### src/rtl/vcdram_chk_pkg.sv
package vcdram_chk_pkg;

  localparam int NB = 2;

  typedef enum logic [3:0] {
    CMD_IDLE       = 4'd0,
    CMD_ACT        = 4'd1,
    CMD_PRE        = 4'd2,
    CMD_REF        = 4'd3,
    CMD_FETCH      = 4'd4,
    CMD_FETCH_AP   = 4'd5,
    CMD_FETCH_RD   = 4'd6,
    CMD_RESTORE    = 4'd7,
    CMD_RESTORE_AP = 4'd8,
    CMD_RD         = 4'd9,
    CMD_WR         = 4'd10,
    CMD_MODE       = 4'd11
  } cmd_e;

  localparam int NCODE = 18;

  // Spacing values in picoseconds
  localparam int unsigned ACT_CYCLE_PS   = 67500;
  localparam int unsigned ACT_PRE_MIN_PS = 52500;
  localparam int unsigned ACT_PRE_MAX_PS = 120000000;
  localparam int unsigned PRE_ACT_PS     = 20000;
  localparam int unsigned ACT_FETCH_PS   = 15000;
  localparam int unsigned FETCH_PRE_PS   = 22500;
  localparam int unsigned FETCHAP_ACT_PS = 45000;
  localparam int unsigned RESTORE_WIN_PS = 30000;
  localparam int unsigned RACT_FETCH_PS  = 37500;
  localparam int unsigned RACT_RACT_PS   = 30000;
  localparam int unsigned FETCH_FETCH_PS = 22500;
  localparam int unsigned FETCH_REST_PS  = 22500;
  localparam int unsigned ACT_XBANK_PS   = 15000;
  localparam int unsigned FETCH_RW_PS    = 15000;
  localparam int unsigned RACT_RW_PS     = 30000;
  localparam int unsigned MODE_GAP_CYC   = 2;

  function automatic int unsigned ceilCyc(int unsigned ps, int unsigned clkPs);
    return (ps + clkPs - 1) / clkPs;
  endfunction

  function automatic int unsigned floorCyc(int unsigned ps, int unsigned clkPs);
    return ps / clkPs;
  endfunction

  typedef struct packed {
    logic [NB-1:0] act;
    logic [NB-1:0] actRef;
    logic [NB-1:0] pre;
    logic [NB-1:0] fetch;
    logic [NB-1:0] fetchApRd;
    logic [NB-1:0] openClr;
    logic          restore;
    logic          ract;
    logic          pendClr;
    logic          fetchPlain;
    logic          fetchOrAp;
    logic          mode;
  } stb_t;

endpackage

### src/rtl/vc_rule_ctrl.sv
module vc_rule_ctrl
  import vcdram_chk_pkg::*;
#(
  parameter int          CW     = 15,
  parameter int          CH_W   = 4,
  parameter int unsigned CLK_PS = 7500
) (
  input  logic                  clk,
  input  logic                  rst_n,
  input  logic                  clr,
  input  logic [3:0]            cmdIn,
  input  logic                  bankSel,
  input  logic [CH_W-1:0]       chanSel,
  input  logic [NB-1:0][CW-1:0] sinceActRef,
  input  logic [NB-1:0][CW-1:0] sinceAct,
  input  logic [NB-1:0][CW-1:0] sincePre,
  input  logic [NB-1:0][CW-1:0] sinceFetch,
  input  logic [NB-1:0][CW-1:0] sinceFetchApRd,
  input  logic [CW-1:0]         sinceRst,
  input  logic [CW-1:0]         sinceRact,
  input  logic [CW-1:0]         sinceFetchPlain,
  input  logic [CW-1:0]         sinceFetchOrAp,
  input  logic [CW-1:0]         sinceMode,
  input  logic [CW-1:0]         chFetchCnt,
  input  logic [CW-1:0]         chRactCnt,
  input  logic [NB-1:0]         bankOpen,
  input  logic                  rstPending,
  input  logic [CH_W-1:0]       rstChan,
  output stb_t                  stb,
  output logic                  violFlag,
  output logic [4:0]            violCode
);

  localparam logic [CW-1:0] T_CYCLE   = CW'(ceilCyc(ACT_CYCLE_PS,   CLK_PS));
  localparam logic [CW-1:0] T_RASMIN  = CW'(ceilCyc(ACT_PRE_MIN_PS, CLK_PS));
  localparam logic [CW-1:0] T_RASMAX  = CW'(floorCyc(ACT_PRE_MAX_PS, CLK_PS));
  localparam logic [CW-1:0] T_RASLIM  = T_RASMAX + CW'(1);
  localparam logic [CW-1:0] T_PREACT  = CW'(ceilCyc(PRE_ACT_PS,     CLK_PS));
  localparam logic [CW-1:0] T_ACTF    = CW'(ceilCyc(ACT_FETCH_PS,   CLK_PS));
  localparam logic [CW-1:0] T_FPRE    = CW'(ceilCyc(FETCH_PRE_PS,   CLK_PS));
  localparam logic [CW-1:0] T_FAPACT  = CW'(ceilCyc(FETCHAP_ACT_PS, CLK_PS));
  localparam logic [CW-1:0] T_WIN     = CW'(floorCyc(RESTORE_WIN_PS, CLK_PS));
  localparam logic [CW-1:0] T_WINLIM  = T_WIN + CW'(1);
  localparam logic [CW-1:0] T_RAF     = CW'(ceilCyc(RACT_FETCH_PS,  CLK_PS));
  localparam logic [CW-1:0] T_RARA    = CW'(ceilCyc(RACT_RACT_PS,   CLK_PS));
  localparam logic [CW-1:0] T_FF      = CW'(ceilCyc(FETCH_FETCH_PS, CLK_PS));
  localparam logic [CW-1:0] T_FREST   = CW'(ceilCyc(FETCH_REST_PS,  CLK_PS));
  localparam logic [CW-1:0] T_XBANK   = CW'(ceilCyc(ACT_XBANK_PS,   CLK_PS));
  localparam logic [CW-1:0] T_FRW     = CW'(ceilCyc(FETCH_RW_PS,    CLK_PS));
  localparam logic [CW-1:0] T_RARW    = CW'(ceilCyc(RACT_RW_PS,     CLK_PS));
  localparam logic [CW-1:0] T_MODE    = CW'(MODE_GAP_CYC);

  cmd_e cmd;
  assign cmd = cmd_e'(cmdIn);

  logic isAct, isPre, isRef, isFetch, isFetchAp, isFetchRd, isRestore, isFg, isAny;
  logic isFetchAll, isBg, late, inWin, ract, actOrRef;
  logic [NB-1:0] bankHit, rasFire;
  logic [NCODE-1:0] fail;
  logic [4:0] firstCode;

  assign isAct      = (cmd == CMD_ACT);
  assign isPre      = (cmd == CMD_PRE);
  assign isRef      = (cmd == CMD_REF);
  assign isFetch    = (cmd == CMD_FETCH);
  assign isFetchAp  = (cmd == CMD_FETCH_AP);
  assign isFetchRd  = (cmd == CMD_FETCH_RD);
  assign isRestore  = (cmd == CMD_RESTORE) || (cmd == CMD_RESTORE_AP);
  assign isFg       = (cmd == CMD_RD) || (cmd == CMD_WR);
  assign isAny      = (cmd != CMD_IDLE);
  assign isFetchAll = isFetch || isFetchAp || isFetchRd;
  assign isBg       = isPre || isRef || isFetchAll || isRestore;
  assign actOrRef   = isAct || isRef;
  assign late       = rstPending && (sinceRst > T_WIN);
  assign inWin      = rstPending && !late;
  assign ract       = isAct && inWin;

  for (genvar b = 0; b < NB; b++) begin : g_bank
    assign bankHit[b] = (bankSel == 1'(b));
    assign rasFire[b] = bankOpen[b] && (sinceAct[b] > T_RASMAX);

    assert_ras_bound_R5: assert property (@(posedge clk) disable iff (!rst_n)
      bankOpen[b] |-> (sinceAct[b] <= T_RASLIM)) else $error("open bank past deadline");
  end

  always_comb begin
    stb            = '0;
    stb.act        = bankHit & {NB{isAct}};
    stb.actRef     = bankHit & {NB{actOrRef}};
    stb.pre        = bankHit & {NB{isPre}};
    stb.fetch      = bankHit & {NB{isFetch}};
    stb.fetchApRd  = bankHit & {NB{isFetchAp || isFetchRd}};
    stb.openClr    = (bankHit & {NB{isPre || isFetchAp}}) | rasFire;
    stb.restore    = isRestore;
    stb.ract       = ract;
    stb.pendClr    = ract || late;
    stb.fetchPlain = isFetch;
    stb.fetchOrAp  = isFetch || isFetchAp;
    stb.mode       = (cmd == CMD_MODE);
  end

  always_comb begin
    fail     = '0;
    fail[1]  = isAny && (sinceMode < T_MODE);
    fail[2]  = inWin && (isBg || (isFg && (chanSel == rstChan)));
    fail[3]  = late;
    fail[4]  = actOrRef && (sinceActRef[bankSel] < T_CYCLE);
    fail[5]  = isPre && bankOpen[bankSel] && (sinceAct[bankSel] < T_RASMIN);
    fail[6]  = |rasFire;
    fail[7]  = actOrRef && (sincePre[bankSel] < T_PREACT);
    fail[8]  = isFetchAll && (sinceAct[bankSel] < T_ACTF);
    fail[9]  = isPre && (sinceFetch[bankSel] < T_FPRE);
    fail[10] = actOrRef && (sinceFetchApRd[bankSel] < T_FAPACT);
    fail[11] = isFetchAll && (sinceRact < T_RAF);
    fail[12] = ract && (sinceRact < T_RARA);
    fail[13] = (isFetch || isFetchAp) && (sinceFetchPlain < T_FF);
    fail[14] = isRestore && (sinceFetchOrAp < T_FREST);
    fail[15] = isAct && (sinceAct[~bankSel] < T_XBANK);
    fail[16] = isFg && (chFetchCnt < T_FRW);
    fail[17] = isFg && (chRactCnt < T_RARW);
  end

  // Lowest failing rule wins
  always_comb begin
    firstCode = '0;
    for (int i = NCODE - 1; i >= 1; i--) begin
      if (fail[i]) firstCode = 5'(i);
    end
  end

  always_ff @(posedge clk) begin
    if (!rst_n || clr) begin
      violFlag <= 1'b0;
      violCode <= '0;
    end else if (!violFlag && (|fail)) begin
      violFlag <= 1'b1;
      violCode <= firstCode;
    end
  end

  assert_sticky_R2: assert property (@(posedge clk) disable iff (!rst_n)
    (violFlag && !clr) |=> (violFlag && $stable(violCode))) else $error("flag or code moved");

  assert_clear_R2: assert property (@(posedge clk) disable iff (!rst_n)
    clr |=> (!violFlag && (violCode == 5'd0))) else $error("clear ignored");

  assert_window_bound_R9: assert property (@(posedge clk) disable iff (!rst_n)
    rstPending |-> (sinceRst <= T_WINLIM)) else $error("restore window overran");

  assert_code_set_R2: assert property (@(posedge clk) disable iff (!rst_n)
    violFlag |-> (violCode != 5'd0)) else $error("flag without code");

endmodule

### config.mk
export PLATFORM = sky130hd
export DESIGN_NAME = vc_rule_ctrl
export DESIGN_NICKNAME = d
export VERILOG_FILES = /design/src/rtl/vcdram_chk_pkg.sv /design/src/rtl/vc_rule_ctrl.sv
export SDC_FILE = /design/constraint.sdc
export NUM_CORES = 1
export LEC_CHECK = 0
export ABC_AREA = 1
export BUFFER_PORTS_ARGS = -buffer_cell sky130_fd_sc_hd__buf_2
export CORE_AREA = 2 2 117 119
export DETAILED_ROUTE_END_ITERATION = 10
export DIE_AREA = 0 0 119 121
export PLACE_DENSITY_LB_ADDON = 0.25
export REMOVE_ABC_BUFFERS = 1
export SLEW_MARGIN = 5
export SYNTH_ARGS = -nofsm -noshare
export SYNTH_HDL_FRONTEND = slang
export SYNTH_SLANG_ARGS = --single-unit
export TNS_END_PERCENT = 100
### constraint.sdc
create_clock -name clk -period 1.7 [get_ports clk]
set_clock_uncertainty 0.2 [all_clocks]
set_input_delay 0.17 -clock clk [delete_from_list [all_inputs] [get_ports clk]]
set_output_delay 0.17 -clock clk [all_outputs]
set_load 0.05 [all_outputs]
==> summary.txt <==
Finish
  • Synth-to-layout area growth: 108.6%
  • Final nets: 1,146
  • Finished Layout Cells: 1,046
  • Filler cell count: 1,454
  • Storage cell area: 120.1 um^2
  • Fraction of layout cells with a size suffix above 1: 0.5368
  • Footprint of the multi-input gates: 0.002342 mm^2
  • ANT cells: 0
  • Post-layout util: 0.3985

Power
  • P_leak: between 2 and 3 nW
  • Internal power: 0.9353 mW
  • Clock group share of total power: 0.252
  • Total power: 1.494 mW
  • Net Sw Frac: 0.3740
  • Flop pwr share: 0.101
  • Worst VDD drop: roughly 0.00022 V
  • Combinational Power Share: 0.647
  • Net switching power: 0.5588 mW
  • Power Dens Cells: 286.6 mW/mm^2

STA
  • Relative slew slack: 0.7659
  • Tcrit/Tclk final: 1.062
  • # setup viols final: 5
  • Worst slew pin tran: 348.0 ps
  • FMAX: 0.5541 GHz
  • Fin. Hold Viols: 0
  • Minimum clock period: 1805 ps
  • Hold slack: 46.12 ps
  • RSZ-0062 raised after global routing: true
  • Worst setup margin: -104.9 ps
  • Max-slew violation count: 0
  • Setup_tns: -323.0 ps

Yosys
  • Syn. warnings: 0
  • Count of cell types in the netlist: between 40 and 50
  • Yosys reg bits: 6
  • Cell taking the most area after synthesis: nand2_1
  • Top-count cell post-synth: nand2_1
  • Yosys top cell area share: 0.2042
  • Cells after synthesis: 508
  • Async S/R FF share, synth: 0
  • Syn avg cell area: 4.921 um^2
  • Post-synth EDFFs: 0
  • Most frequent cells after synthesis: nand2_1, nor2_1, inv_1
  • Prevailing post-synth register cell: dfxtp_1
  • Mapped Area: roughly 0.0025 mm^2
  • Register area share after synthesis: 0.04805
  • Area contributors post-synth: nand2_1, nor2_1, nand4_1

Floorplan
  • DIE HEIGHT: 121 um
  • Top Ports: 298
  • Row count: 42
  • Core Box Area: ~0.013 mm^2
  • DIE WIDTH: between 100 and 150 um
  • Die area: 0.01440 mm^2
  • Initial core utilization: 0.1910

Global route
  • Pin count of the biggest net entering global routing: 13
  • Gr ovfl total: 0
  • First-pass GRT wire length: between 20,000 and 25,000 um
  • GRT Total Usage: 0.1702
  • Initial antenna violation count: 0
  • Vias in the first global route: 4,446

Clock network
  • Clock transition at path regs: 30 ps
  • Cts hold-fix bufs: 0
  • Clock root buffer: clkbuf_16
  • TritonCTS Buffers: 3
  • CTS tree: yes
  • Worst skew pair latency: 220 ps
  • Number of H-tree levels: 1
  • CTS Buffer Depth: 2
  • Clock Sinks: 6

Worst setup path
  • R2R depth: 4
  • Worst Path Required: 1670 ps
  • Worst r2r src: violFlag
  • Worst reg-to-reg setup slack: 600 ps
  • Worst r2r dst: violCode[2]
  • CP max FO: 7
  • Crit path DAT: roughly 1800 ps
  • Worst path max stage delay: 260 ps
  • Worst-path cell chain: buf_2 -> or2_4 -> buf_4 -> a22oi_2 -> inv_2 -> nand4_1 -> nand2_2 -> nand3_2 -> nor2_1 -> nand3_2 -> nand2_4 -> a21oi_1 -> o21a_1
  • Worst setup EP type: flop
  • Startpoint Class: input pin
  • Slowest CP cell: or2_4
  • CP dominant cell by count: nand3_2
  • Critical path class: input pin to flop

Route
  • Drt wl/cell: 12.45 um
  • Drt first pass iters: 5
  • DRC violations left: 0
  • DRT iter0 DRCs: 128
  • Post-DR vias/cell: about 4.3
  • Routed Antenna Nets: 0
  • Via count: 4,539
  • Routed WL: 13,030 um

Min path
  • Worst hold path depth: 4
  • Hold Path Class: input pin to flop
  • Hold worst-path end: violCode[0]
  • Hold Startpoint: clr

Outcome
  • Status: complete, but fails checks
  • Failing checks: setup timing

Place
  • DP HPWL: 11,630 um
  • IO buf count: 291
  • Placed insts: 1,035
  • Gp weighted congestion: 0.8470

Run
  • Max_cap viols: 0
-- final cells by class --
| class | count | area share |
|---|---|---|
| clock buffer | 3 | 0.01440 |
| inverter | 61 | 0.04632 |
| multi-input combinational | 430 | 0.4492 |
| sequential | 6 | 0.02304 |
| tap | 176 | 0.04224 |
| timing repair buffer | 370 | 0.4248 |
-- flip-flops by register name, summed over array words and instances (netlist names) --
name and cells:
violCode 5, violFlag 1
-- layer usage --
metal	GRT usage	part of all wire	wire [um]	vias up
li1	-	-	-	2416
met1	0.2097	0.42	5503	1934
met2	0.3150	0.50	6470	175
met3	0.02679	0.071	919	14
met4	0.02827	0.010	132	0
met5	0	0	0	-
-- power groups by stage --
stage / logic, mW / registers (mW) / clock network [mW]
finish: 0.966 / 0.151 / 0.377
global route: 1.07 / 0.152 / 0.390
CTS: 0.932 / 0.151 / 0.381
detailed placement: 0.871 / 0.153 / 0
global placement: 0.869 / 0.153 / 0
floorplan: 0.305 / 0.171 / 0
-- cell families after synthesis --
logic type | synth area share
and+or+nand+nor | 0.6852
buffers and inverters | 0.1271
AOI/OAI and AO/OA | 0.1176
DFF | 0.04805
xor gates and xnor gates | 0.01402
muxes | 0.008008
-- how the worst max path moves through the flow --
stage / from / to / slack (ps) / cells past startpoint
floorplan: cmdIn[0] / stb[10] / -550 / 5
global placement: bankSel / violCode[1] / -420 / 11
detailed placement: bankSel / violCode[1] / -460 / 11
CTS: cmdIn[2] / violCode[2] / -80 / 13
global route: bankSel / violCode[0] / -260 / 21
finish: cmdIn[2] / violCode[2] / -100 / 13
-- placed cells by master (no fill, tap or decap), types with 8 or more instances in the layout --
master	netlist	layout
nor3_1	19	18
nand2_2	2	18
or2_2	10	9
nand4_1	34	34
buf_4	4	72
nor2_1	118	98
buf_2	2	275
inv_1	56	52
o21ai_0	14	8
inv_2	5	8
a21oi_1	11	11
nand2_1	136	118
nand3_1	20	16
nor2_2	5	19
nor4_1	21	19
buf_6	4	14
-- critical path, delay by kind of cell --
kind,cells,cell delay (ps)
AO/OA/AOI/OAI,3,510
AND/OR/NAND/NOR,7,770
buffers and inverters,3,320
-- metrics by stage --
step	setup slack, ps	instance area [um^2]
3_3_place_gp	-418.4	4646
2_1_floorplan	-553.6	2411
3_5_place_dp	-463.5	4646
6_report	-104.9	5214
4_1_cts	-75.19	4987
5_1_grt	-264.8	5214
-- timing repair --
item                                    in CTS  in global routing
cloned                                       1                  0
gates resized for setup                     62                 59
buffers inserted                             3                  4
endpoints found under the setup margin      13                 15
endpoints found under the hold margin        0                  0
pin swaps                                   20                 29
No activity file was read; power rests on OpenSTA's default activity.
